File: src/rtl/tw_pkg.sv
package tw_pkg;
  localparam int unsigned ADDR_W = 4;
  localparam int unsigned DATA_W = 16;

  localparam logic [ADDR_W-1:0] A_PRE   = 4'd0;
  localparam logic [ADDR_W-1:0] A_TLOAD = 4'd1;
  localparam logic [ADDR_W-1:0] A_TCTRL = 4'd2;
  localparam logic [ADDR_W-1:0] A_WCFG  = 4'd3;
  localparam logic [ADDR_W-1:0] A_WCTRL = 4'd4;
  localparam logic [ADDR_W-1:0] A_SVC   = 4'd5;
  localparam logic [ADDR_W-1:0] A_STAT  = 4'd6;
  localparam logic [ADDR_W-1:0] A_LOCK  = 4'd7;
  localparam logic [ADDR_W-1:0] A_TCNT  = 4'd8;
  localparam logic [ADDR_W-1:0] A_WCNT  = 4'd9;

  localparam int unsigned TC_RUN  = 0;
  localparam int unsigned TC_AUTO = 1;
  localparam int unsigned TC_IE   = 2;

  // sticky fault vector order
  localparam int unsigned F_EARLY = 0;
  localparam int unsigned F_LATE  = 1;
  localparam int unsigned F_MIS   = 2;
  localparam int unsigned NFAULT  = 3;
endpackage

File: src/rtl/tw_prescaler.sv
module tw_prescaler #(
  parameter int unsigned PRE_W = 5
) (
  input  logic             clk_i,
  input  logic             rst_ni,
  input  logic             slow_en_i,
  input  logic             freeze_i,
  input  logic [PRE_W-1:0] div_i,
  output logic             tick_o
);
  logic [PRE_W-1:0] cnt_q;
  logic             step;

  assign step   = slow_en_i & ~freeze_i;
  assign tick_o = step & (cnt_q == div_i);

  always_ff @(posedge clk_i or negedge rst_ni) begin
    if (!rst_ni)     cnt_q <= '0;
    else if (tick_o) cnt_q <= '0;
    else if (step)   cnt_q <= cnt_q + 1'b1;
  end

  a_r12_prescale_frozen: assert property (@(posedge clk_i) disable iff (!rst_ni)
    freeze_i |=> $stable(cnt_q));
  a_r2_tick_restarts: assert property (@(posedge clk_i) disable iff (!rst_ni)
    tick_o |=> (cnt_q == '0));
endmodule

File: src/rtl/tw_timer.sv
module tw_timer #(
  parameter int unsigned TMR_W = 16
) (
  input  logic             clk_i,
  input  logic             rst_ni,
  input  logic             tick_i,
  input  logic             run_i,
  input  logic             auto_i,
  input  logic [TMR_W-1:0] load_i,
  input  logic             start_i,
  input  logic             clr_i,
  output logic [TMR_W-1:0] cnt_o,
  output logic             flag_o
);
  logic [TMR_W-1:0] cnt_q;
  logic             flag_q;
  logic             adv, hit;

  assign adv = tick_i & run_i & ~start_i & (cnt_q != '0);
  assign hit = adv & (cnt_q == TMR_W'(1));

  always_ff @(posedge clk_i or negedge rst_ni) begin
    if (!rst_ni) begin
      cnt_q  <= '0;
      flag_q <= 1'b0;
    end else begin
      if (start_i)  cnt_q <= load_i;
      else if (hit) cnt_q <= auto_i ? load_i : '0;
      else if (adv) cnt_q <= cnt_q - 1'b1;
      if (hit)        flag_q <= 1'b1;
      else if (clr_i) flag_q <= 1'b0;
    end
  end

  assign cnt_o  = cnt_q;
  assign flag_o = flag_q;

  a_r3_flag_on_zero: assert property (@(posedge clk_i) disable iff (!rst_ni)
    hit |=> flag_q);
  a_r4_zero_holds: assert property (@(posedge clk_i) disable iff (!rst_ni)
    (cnt_q == '0 && !start_i) |=> (cnt_q == '0));
endmodule

File: src/rtl/tw_watchdog.sv
module tw_watchdog
  import tw_pkg::*;
#(
  parameter int unsigned WD_W = 8
) (
  input  logic              clk_i,
  input  logic              rst_ni,
  input  logic              tick_i,
  input  logic              en_i,
  input  logic              start_i,
  input  logic [WD_W-1:0]   reload_i,
  input  logic [WD_W-1:0]   window_i,
  input  logic [WD_W-1:0]   match_i,
  input  logic              svc_i,
  input  logic [WD_W-1:0]   svc_data_i,
  output logic [WD_W-1:0]   cnt_o,
  output logic [NFAULT-1:0] sticky_o,
  output logic              err_o
);
  logic [WD_W-1:0]   cnt_q;
  logic [NFAULT-1:0] sticky_q, fault;
  logic              err_q, svc, good, adv;

  assign svc            = svc_i & en_i;
  assign fault[F_MIS]   = svc & (svc_data_i != match_i);
  assign fault[F_EARLY] = svc & ~fault[F_MIS] & (cnt_q > window_i);
  assign good           = svc & ~fault[F_MIS] & ~fault[F_EARLY];
  assign adv            = tick_i & en_i & ~good & ~start_i & (cnt_q != '0);
  assign fault[F_LATE]  = adv & (cnt_q == WD_W'(1));

  always_ff @(posedge clk_i or negedge rst_ni) begin
    if (!rst_ni) begin
      cnt_q    <= '0;
      sticky_q <= '0;
      err_q    <= 1'b0;
    end else begin
      if (start_i || good || fault[F_LATE]) cnt_q <= reload_i;
      else if (adv)                         cnt_q <= cnt_q - 1'b1;
      sticky_q <= sticky_q | fault;
      err_q    <= |fault;
    end
  end

  assign cnt_o    = cnt_q;
  assign sticky_o = sticky_q;
  assign err_o    = err_q;

  a_r9_service_reloads: assert property (@(posedge clk_i) disable iff (!rst_ni)
    good |=> (cnt_q == $past(reload_i)));
  a_r6_late_reloads: assert property (@(posedge clk_i) disable iff (!rst_ni)
    fault[F_LATE] |=> (cnt_q == $past(reload_i)));
  a_r7_early_keeps: assert property (@(posedge clk_i) disable iff (!rst_ni)
    (fault[F_EARLY] && !tick_i) |=> $stable(cnt_q));
  a_r8_mismatch_sticky: assert property (@(posedge clk_i) disable iff (!rst_ni)
    fault[F_MIS] |=> sticky_q[F_MIS]);
  a_r10_err_has_cause: assert property (@(posedge clk_i) disable iff (!rst_ni)
    err_o |-> (sticky_q != '0));
endmodule

File: src/rtl/tick_watchdog.sv
module tick_watchdog
  import tw_pkg::*;
#(
  parameter int unsigned PRE_W = 5,
  parameter int unsigned TMR_W = 16,
  parameter int unsigned WD_W  = 8
) (
  input  logic              clk_i,
  input  logic              rst_ni,
  input  logic              slow_en_i,
  input  logic              freeze_i,
  input  logic              psel_i,
  input  logic              penable_i,
  input  logic              pwrite_i,
  input  logic [ADDR_W-1:0] paddr_i,
  input  logic [DATA_W-1:0] pwdata_i,
  output logic [DATA_W-1:0] prdata_o,
  output logic              tmr_irq_o,
  output logic              wd_err_o
);
  localparam int unsigned HI = DATA_W / 2;

  logic [PRE_W-1:0]  pre_div;
  logic [TMR_W-1:0]  tload, tcnt;
  logic [2:0]        tctrl;
  logic [WD_W-1:0]   wreload, wwin, wmatch, wcnt;
  logic              wen, tick, tflag, wr;
  logic [1:0]        lock;
  logic [NFAULT-1:0] sticky;

  assign wr = psel_i & penable_i & pwrite_i;

  always_ff @(posedge clk_i or negedge rst_ni) begin
    if (!rst_ni) begin
      pre_div <= '0; tload <= '0; tctrl <= '0;
      wreload <= '0; wwin <= '0; wen <= 1'b0; wmatch <= '0;
      lock    <= '0;
    end else if (wr) begin
      case (paddr_i)
        A_PRE:   if (!lock[0]) pre_div <= pwdata_i[PRE_W-1:0];
        A_TLOAD: if (!lock[0]) tload   <= pwdata_i[TMR_W-1:0];
        A_TCTRL: if (!lock[0]) tctrl   <= pwdata_i[2:0];
        A_WCFG:  if (!lock[1]) begin
          wreload <= pwdata_i[WD_W-1:0];
          wwin    <= pwdata_i[HI +: WD_W];
        end
        A_WCTRL: if (!lock[1]) begin
          wen    <= pwdata_i[0];
          wmatch <= pwdata_i[HI +: WD_W];
        end
        A_LOCK:  lock <= lock | pwdata_i[1:0];
        default: ;
      endcase
    end
  end

  tw_prescaler #(.PRE_W(PRE_W)) u_pre (
    .clk_i, .rst_ni, .slow_en_i, .freeze_i,
    .div_i(pre_div), .tick_o(tick)
  );

  tw_timer #(.TMR_W(TMR_W)) u_tmr (
    .clk_i, .rst_ni,
    .tick_i (tick),
    .run_i  (tctrl[TC_RUN]),
    .auto_i (tctrl[TC_AUTO]),
    .load_i (tload),
    .start_i(wr && paddr_i == A_TCTRL && !lock[0] && pwdata_i[0]),
    .clr_i  (wr && paddr_i == A_STAT && pwdata_i[0]),
    .cnt_o  (tcnt),
    .flag_o (tflag)
  );

  tw_watchdog #(.WD_W(WD_W)) u_wd (
    .clk_i, .rst_ni,
    .tick_i    (tick),
    .en_i      (wen),
    .start_i   (wr && paddr_i == A_WCTRL && !lock[1] && pwdata_i[0]),
    .reload_i  (wreload),
    .window_i  (wwin),
    .match_i   (wmatch),
    .svc_i     (wr && paddr_i == A_SVC),
    .svc_data_i(pwdata_i[WD_W-1:0]),
    .cnt_o     (wcnt),
    .sticky_o  (sticky),
    .err_o     (wd_err_o)
  );

  assign tmr_irq_o = tflag & tctrl[TC_IE];

  always_comb begin
    prdata_o = '0;
    case (paddr_i)
      A_PRE:   prdata_o[PRE_W-1:0]   = pre_div;
      A_TLOAD: prdata_o[TMR_W-1:0]   = tload;
      A_TCTRL: prdata_o[2:0]         = tctrl;
      A_WCFG:  begin
        prdata_o[WD_W-1:0]  = wreload;
        prdata_o[HI +: WD_W] = wwin;
      end
      A_WCTRL: begin
        prdata_o[0]          = wen;
        prdata_o[HI +: WD_W] = wmatch;
      end
      A_STAT:  prdata_o[NFAULT:0]    = {sticky, tflag};
      A_LOCK:  prdata_o[1:0]         = lock;
      A_TCNT:  prdata_o[TMR_W-1:0]   = tcnt;
      A_WCNT:  prdata_o[WD_W-1:0]    = wcnt;
      default: ;
    endcase
  end

  a_r11_lock_sticky: assert property (@(posedge clk_i) disable iff (!rst_ni)
    (lock[0] |=> lock[0]) );
  a_r11_locked_load: assert property (@(posedge clk_i) disable iff (!rst_ni)
    (lock[0] && wr && paddr_i == A_TLOAD) |=> $stable(tload));
  a_r11_locked_wcfg: assert property (@(posedge clk_i) disable iff (!rst_ni)
    (lock[1] && wr && paddr_i == A_WCFG) |=> $stable(wreload));
endmodule

File: config.mk
export PLATFORM = sky130hd
export DESIGN_NAME = tick_watchdog
export DESIGN_NICKNAME = d
export VERILOG_FILES = /design/src/rtl/tw_pkg.sv /design/src/rtl/tw_prescaler.sv /design/src/rtl/tw_timer.sv /design/src/rtl/tw_watchdog.sv /design/src/rtl/tick_watchdog.sv
export SDC_FILE = /design/constraint.sdc
export NUM_CORES = 1
export LEC_CHECK = 0
export BUFFER_PORTS_ARGS = -buffer_cell sky130_fd_sc_hd__buf_2
export CAP_MARGIN = 10
export CORE_MARGIN = 2
export CORE_UTILIZATION = 30
export DETAILED_ROUTE_END_ITERATION = 12
export GPL_TIMING_DRIVEN = 0
export PLACE_DENSITY = 0.46
export SKIP_LAST_GASP = 1
export SLEW_MARGIN = 5
export SYNTH_ARGS = -nofsm -noshare
export SYNTH_HDL_FRONTEND = slang
export SYNTH_SLANG_ARGS = --single-unit
File: constraint.sdc
create_clock -name clk_i -period 2.6 [get_ports clk_i]
set_input_delay 0.39 -clock clk_i [delete_from_list [all_inputs] [get_ports clk_i]]
set_output_delay 0.39 -clock clk_i [all_outputs]
set_load 0.05 [all_outputs]
==> results.toml, run 1 <==
[sta]
finalClockSkew_ns = 0.00825
timing.hold.ws_ns = 0.283
timing.final.crit_share = 0.973
final.min_clock_period_ns = 2.53
final_max_slew_viol_count = 0
worstMarginPinSlew_ns = 0.706
timing.fmax_ghz = 0.395
tns_ns = 0
setup_violations = 0
slew_headroom = 0.528
final_hold_viol_count = 0

[setup_path]
rr_worst_depth = 7
reg2reg_setup_slack_ns = 0.16
reg2reg_from = "u_pre.cnt_q[0]"
cp-startpoint = "paddr_i[1]"
path_class = "in -> out"
required_ns = 2.21
path_max_fanout = 10
cp-end-kind = "output pin"
cp-start-kind = "input port"
cp-endpoint = "prdata_o[7]"
arrival_ns = 2.14
r2r_end = "u_tmr.cnt_o[7]"

[power_and_ir_drop]
p_total_mw = 4.72
p_leak_nw = 2.76
ir_drop_mv = 0.443
powerDensity_mw_per_mm2 = 787

[cells_and_area]
syn_to_final_growth_pct = 17.6
diodes = 0
nets = 620
layout-drive-gt1-share = 0.240

[logic_synthesis]
ys.flop_type = "dfrtp_1"
synthArstFlopShare = 1.00
ys_types = 61
synth_edf_count = 0
yosysSeqAreaShare = 0.417
netlist_area_sq_mm = 0.00510
yosysWarningCount = 0
synth_cells = 519
syn-num-nets = 561
ys_ff_latch = 85
avgSynthCellArea_sq_um = 9.83

[global_routing]
grt_antenna_before_repair = 0
grt_max_degree = 64
grt_use_total = 0.188
overflow = 0
grt_pass1_vias = 4229
grt_pass1_wl_mm = 25.3

[clock_tree]
clk_pin_slew_ns = 0.06
clkLatencyLatePin_ns = 0.35
root_buffer = "clkbuf_16"
clock_path_buffers = 2
htreeDepth = 3
cts_tree = "done"
cts.sinks = 85
tritoncts.num_buffers = 9

[floorplanning]
fp.dieArea_sq_mm = 0.0181
rows = 47
die_w_um = 134
io_pins = 45
dieHeight_um = 134
core_sq_mm = 0.0166
start_util = 0.308

[run]
drv_cap = 0

[placement]
place_congestion = 0.872
port_buffers = 41
dp_hpwl_mm = 12.4

[route]
drt_iter0_drc = 367
dr_total_vias = 4361
ant_nets = 0
dr.pass1.iters = 5
vias_per_cell = 5.43
drc = 0
wl_mm = 16.3
wire_per_inst_um = 20.3

[run_status]
outcome = "complete, no violations"

[hold_path]
hold_class = "in -> reg"
[how the worst min path moves through the flow]
| stage | cells after the start | end | start | slack [ns] |
|---|---|---|---|---|
| after CTS | 3 | wwin[4] | pwdata_i[12] | 0.27 |
| after floorplan | 0 | lock[0] | rst_ni | 0.09 |
| after detailed placement | 1 | u_pre.cnt_q[1] | rst_ni | 0.32 |
| after global placement | 1 | u_wd.sticky_o[2] | u_wd.sticky_o[2] | 0.48 |
| after global routing | 3 | wwin[4] | pwdata_i[12] | 0.29 |
| final | 3 | wwin[5] | pwdata_i[13] | 0.28 |
[metal layers]
| layer | vias up | routed length [um] | GRT usage |
|---|---|---|---|
| met5 | - | 0 | 0 |
| met4 | 0 | 178 | 0.0444 |
| met3 | 16 | 985 | 0.0435 |
| met2 | 151 | 7290 | 0.289 |
| met1 | 2151 | 7890 | 0.268 |
| li1 | 2043 | - | - |
[flip-flops by register name (all words and copies together), names as in the netlist, 2 cells and up]
name / count
u_pre.cnt_q: 5
u_wd.cnt_o: 8
wwin: 8
tctrl: 3
wmatch: 8
pre_div: 5
u_tmr.cnt_o: 16
wreload: 8
tload: 16
lock: 2
u_wd.sticky_o: 3
[through the flow]
step / setup slack, ns / instances / utilization / cell area (sq um)
finish: 0.0692 / 803 / 0.362 / 6000
global route: -0.00384 / 803 / 0.362 / 6000
CTS: 0.00383 / 798 / 0.357 / 5920
detailed placement: -0.320 / 781 / 0.338 / 5610
global placement: -0.301 / 780 / 0.337 / 5580
floorplan: 0.00150 / 519 / - / 5100
[cell usage in the layout, fill, tap and decap left out, types with 3 or more instances in the layout]
master | synthesis | final
nor2_1 | 32 | 32
nand3b_1 | 4 | 4
ha_1 | 15 | 15
a21o_1 | 5 | 5
nand3_1 | 23 | 22
o211ai_1 | 6 | 6
and3_1 | 11 | 11
o21ai_0 | 27 | 27
dfrtp_1 | 85 | 84
mux2_2 | 43 | 43
nand4_1 | 12 | 12
xnor2_1 | 10 | 10
clkbuf_1 | 13 | 9
nand2b_1 | 3 | 3
nor2b_1 | 5 | 5
inv_1 | 14 | 14
a31oi_1 | 4 | 4
clkbuf_16 | 0 | 9
nor3b_1 | 3 | 3
buf_2 | 9 | 48
a221o_1 | 4 | 4
a22oi_1 | 26 | 26
nor3_1 | 11 | 10
buf_4 | 1 | 8
a21oi_1 | 20 | 20
mux2i_1 | 11 | 11
o2bb2ai_1 | 4 | 4
nand2_1 | 50 | 50
xor2_1 | 16 | 16
buf_6 | 3 | 3
nor4_1 | 7 | 5
clkbuf_2 | 1 | 5
[worst max-delay path, cell delays in order]
cell	delay, ns
buf_2	0.13
buf_2	0.21
nand2_1	0.15
nor3_4	0.38
clkbuf_4	0.31
a22oi_1	0.08
o21ai_0	0.15
buf_2	0.33
[layout make-up]
class / instances / area, sq um
Clock inverter: 6 / 46.3
Tap cell: 220 / 275
Sequential cell: 85 / 2130
Timing Repair Buffer: 48 / 285
Clock buffer: 10 / 239
Inverter: 14 / 52.6
Fill cell: 1715 / 10600
Buffer: 28 / 153
Multi-Input combinational cell: 392 / 2820
[synth_stat cells (5+ instances only)]
cell type  count  area share
a22oi_1       26       0.038
nor2b_1        5      0.0061
dfrtp_1       85        0.42
nor4_1         7      0.0086
nor3_1        11       0.011
nand3_1       23       0.023
and3_1        11       0.013
nand4_1       12       0.015
o211ai_1       6      0.0088
ha_1          15       0.037
a21o_1         5      0.0074
clkbuf_1      13      0.0096
o21ai_0       27       0.026
inv_1         14       0.010
xor2_1        16       0.027
a21oi_1       20       0.020
nor2_1        32       0.024
buf_2          9      0.0088
mux2_2        43       0.095
xnor2_1       10       0.017
mux2i_1       11       0.022
nand2_1       50       0.037
[timing repair]
item | in CTS | in global routing
setup endpoints to repair | 13 | 31
hold endpoints to repair | 22 | 0
pin swaps | 0 | 2
hold buffers | 1 | 0
setup buffers | 0 | 5
gates resized for setup | 4 | 15
[cell families after synthesis]
| kind of cell | after synthesis | share of synthesized area |
|---|---|---|
| AO/OA/AOI/OAI | 115 | 0.154 |
| XOR/XNOR | 26 | 0.0446 |
| adder cells (fa/ha/maj) | 15 | 0.0368 |
| buffers and inverters | 42 | 0.0385 |
| flip-flops | 85 | 0.417 |
| multiplexers | 54 | 0.116 |
| AND/OR/NAND/NOR | 182 | 0.193 |
[power breakdown]
part           internal (mW)  total (mW)  switching, mW  leakage (nW)
Sequential              1.57        1.95          0.375          1.11
Combinational          0.645        1.52          0.876          1.52
Clock                  0.680        1.26          0.576         0.135
Total                   2.90        4.72           1.83          2.76
Power figures use the tool's default switching activity.
==> run 2, diff against run 1 <==
--- a/config.mk
+++ b/config.mk
@@ -8,10 +8,11 @@
 export BUFFER_PORTS_ARGS = -buffer_cell sky130_fd_sc_hd__buf_2
 export CAP_MARGIN = 10
 export CORE_MARGIN = 2
-export CORE_UTILIZATION = 30
+export CORE_UTILIZATION = 60
+export CTS_BUF_LIST = sky130_fd_sc_hd__clkbuf_2
 export DETAILED_ROUTE_END_ITERATION = 12
 export GPL_TIMING_DRIVEN = 0
-export PLACE_DENSITY = 0.46
+export PLACE_DENSITY = 0.8
 export SKIP_LAST_GASP = 1
 export SLEW_MARGIN = 5
 export SYNTH_ARGS = -nofsm -noshare
==> results.toml, run 2 (same netlist as run 1, synthesis figures left out) <==
[global_routing]
grt_use_total = 0.330
grtUsageMet3 = 0.0423
overflow = 0
grt_pass1_vias = 4269
grt_pass1_wl_mm = 22.7
grtUsageMet1 = 0.444
use_met2 = 0.551
grt-busiest-layer = "met2"
grt_max_degree = 61
grt_antenna_before_repair = 0

[setup_path]
rr_worst_depth = 10
path_max_fanout = 6
slowest_delay_ns = 0.51
r2r_end = "u_wd.cnt_o[0]"
cp-startpoint = "u_tmr.cnt_o[0]"
required_ns = 2.21
path_class = "reg -> out"
reg2reg_setup_slack_ns = 0.16
cp-end-kind = "output pin"
reg2reg_from = "u_wd.cnt_o[0]"
cp-endpoint = "prdata_o[0]"
arrival_ns = 2.11
path_cells = "mux2i_1 > nor2_1 > a221o_1 > a221oi_1 > o21ai_0 > buf_4"
cp_slowest_cell = "dfrtp_2"
cp-start-kind = "register"

[sta]
final_max_slew_viol_count = 0
worstMarginPinSlew_ns = 0.675
final.min_clock_period_ns = 2.50
layout_setup_ws_ns = 0.0958
final_hold_viol_count = 0
finalClockSkew_ns = 0.0382
rsz0062_at_grt = "yes"
slew_headroom = 0.548
timing.final.crit_share = 0.963
setup_violations = 0
timing.fmax_ghz = 0.399

[route]
drt_iter0_drc = 521
dr.pass1.iters = 6
vias_per_cell = 6.54
ant_nets = 0
drc = 0
wl_mm = 14.3
wire_per_inst_um = 20.8
dr_total_vias = 4505

[cells_and_area]
multi_input_area_sq_mm = 0.00281
final-seq-area_sq_mm = 0.00213
finalNonFillerCells = 689
syn_to_final_growth_pct = 11.4
nets = 621
layout-drive-gt1-share = 0.241
fillerInstances = 673
post-route-cell-area_sq_mm = 0.00569
mostFrequentLayoutCells = "83 x dfrtp_1, 50 x nand2_1, 47 x buf_2, 43 x mux2_2, 32 x nor2_1"
final_common_cell = "dfrtp_1"
diodes = 0

[run]
drv_cap = 0

[floorplanning]
die_w_um = 96.2
start_util = 0.621
dieHeight_um = 96.2
core_sq_mm = 0.00822
fp.dieArea_sq_mm = 0.00926
rows = 33
io_pins = 45

[clock_tree]
clk_pin_slew_ns = 0.25
cts_tree = "done"
cts.sinks = 85
tritoncts.num_buffers = 9
htreeDepth = 3
clkLatencyLatePin_ns = 0.55
root_buffer = "clkbuf_2"
clock_path_buffers = 2

[placement]
dp_hpwl_mm = 10.7
post-place-ws_ns = -0.203
placed_area_sq_mm = 0.00547
port_buffers = 41
dp.cells = 666
place_congestion = 0.952

[hold_path]
hold_class = "in -> reg"

[power_and_ir_drop]
p_leak_nw = 2.69
ir_drop_mv = 0.480
powerDensity_mw_per_mm2 = 732

[run_status]
outcome = "complete, no violations"
[run 2: cell count changes in the layout (fill, tap and decap cells not counted), moves of 2 or more]
cell	delta
nor4_2	-2
clkbuf_16	-9
clkbuf_2	+11
nor4_1	+2
[run 2: worst min-delay path by stage]
stage	start	to	slack, ns	cells after the start
2_1_floorplan	rst_ni	lock[0]	0.09	0
3_3_place_gp	u_wd.sticky_o[2]	u_wd.sticky_o[2]	0.48	1
3_5_place_dp	rst_ni	u_pre.cnt_q[0]	0.33	1
4_1_cts	pwdata_i[13]	wwin[5]	0.05	3
5_1_grt	pwdata_i[13]	wwin[5]	0.04	3
6_report	pwdata_i[13]	wwin[5]	0.07	3
[run 2: per-stage QoR]
step                hold slack (ns)  utilization  power (mW)  TNS (ns)
global route                 0.0398        0.692        4.45   -0.0179
CTS                          0.0472        0.683        4.11         0
finish                       0.0686        0.692        4.16         0
floorplan                    0.0944            -        2.95         0
detailed placement            0.330        0.666        3.39     -2.37
global placement              0.476        0.662        3.32     -1.66
[run 2: area by class of cell]
class,instances,area share
plain buffers,28,0.0264
clock buffers,10,0.00880
clock inverters,6,0.0123
inverters,14,0.00924
multi-input cells,392,0.494
flip-flops and latches,85,0.375
well taps,105,0.0231
repair buffers,49,0.0519
[run 2: layer usage]
| layer | share of wire | vias up | wire (um) |
|---|---|---|---|
| met5 | 0 | - | 0 |
| met4 | 0.030 | 0 | 436 |
| met3 | 0.080 | 41 | 1150 |
| met2 | 0.47 | 234 | 6740 |
| met1 | 0.42 | 2193 | 6020 |
| li1 | - | 2037 | - |
[run 2: repair_timing]
action,4_1_cts,5_1_grt
endpoints found under the hold margin,25,0
buffers inserted,0,6
pin swaps,0,1
gates resized for setup,3,15
endpoints found under the setup margin,13,29
hold buffers,1,0
[run 2: power by group]
part	switching, mW	internal [mW]
registers	0.356	1.57
clock network	0.487	0.231
logic	0.863	0.655
[run 2: critical path: cells and delay by family (launching register included)]
family / cells / cell delay [ns]
DFF: 1 / 0.51
and+or+nand+nor: 1 / 0.06
AOI/OAI and AO/OA: 3 / 0.62
muxes: 1 / 0.15
buffers and inverters: 1 / 0.23
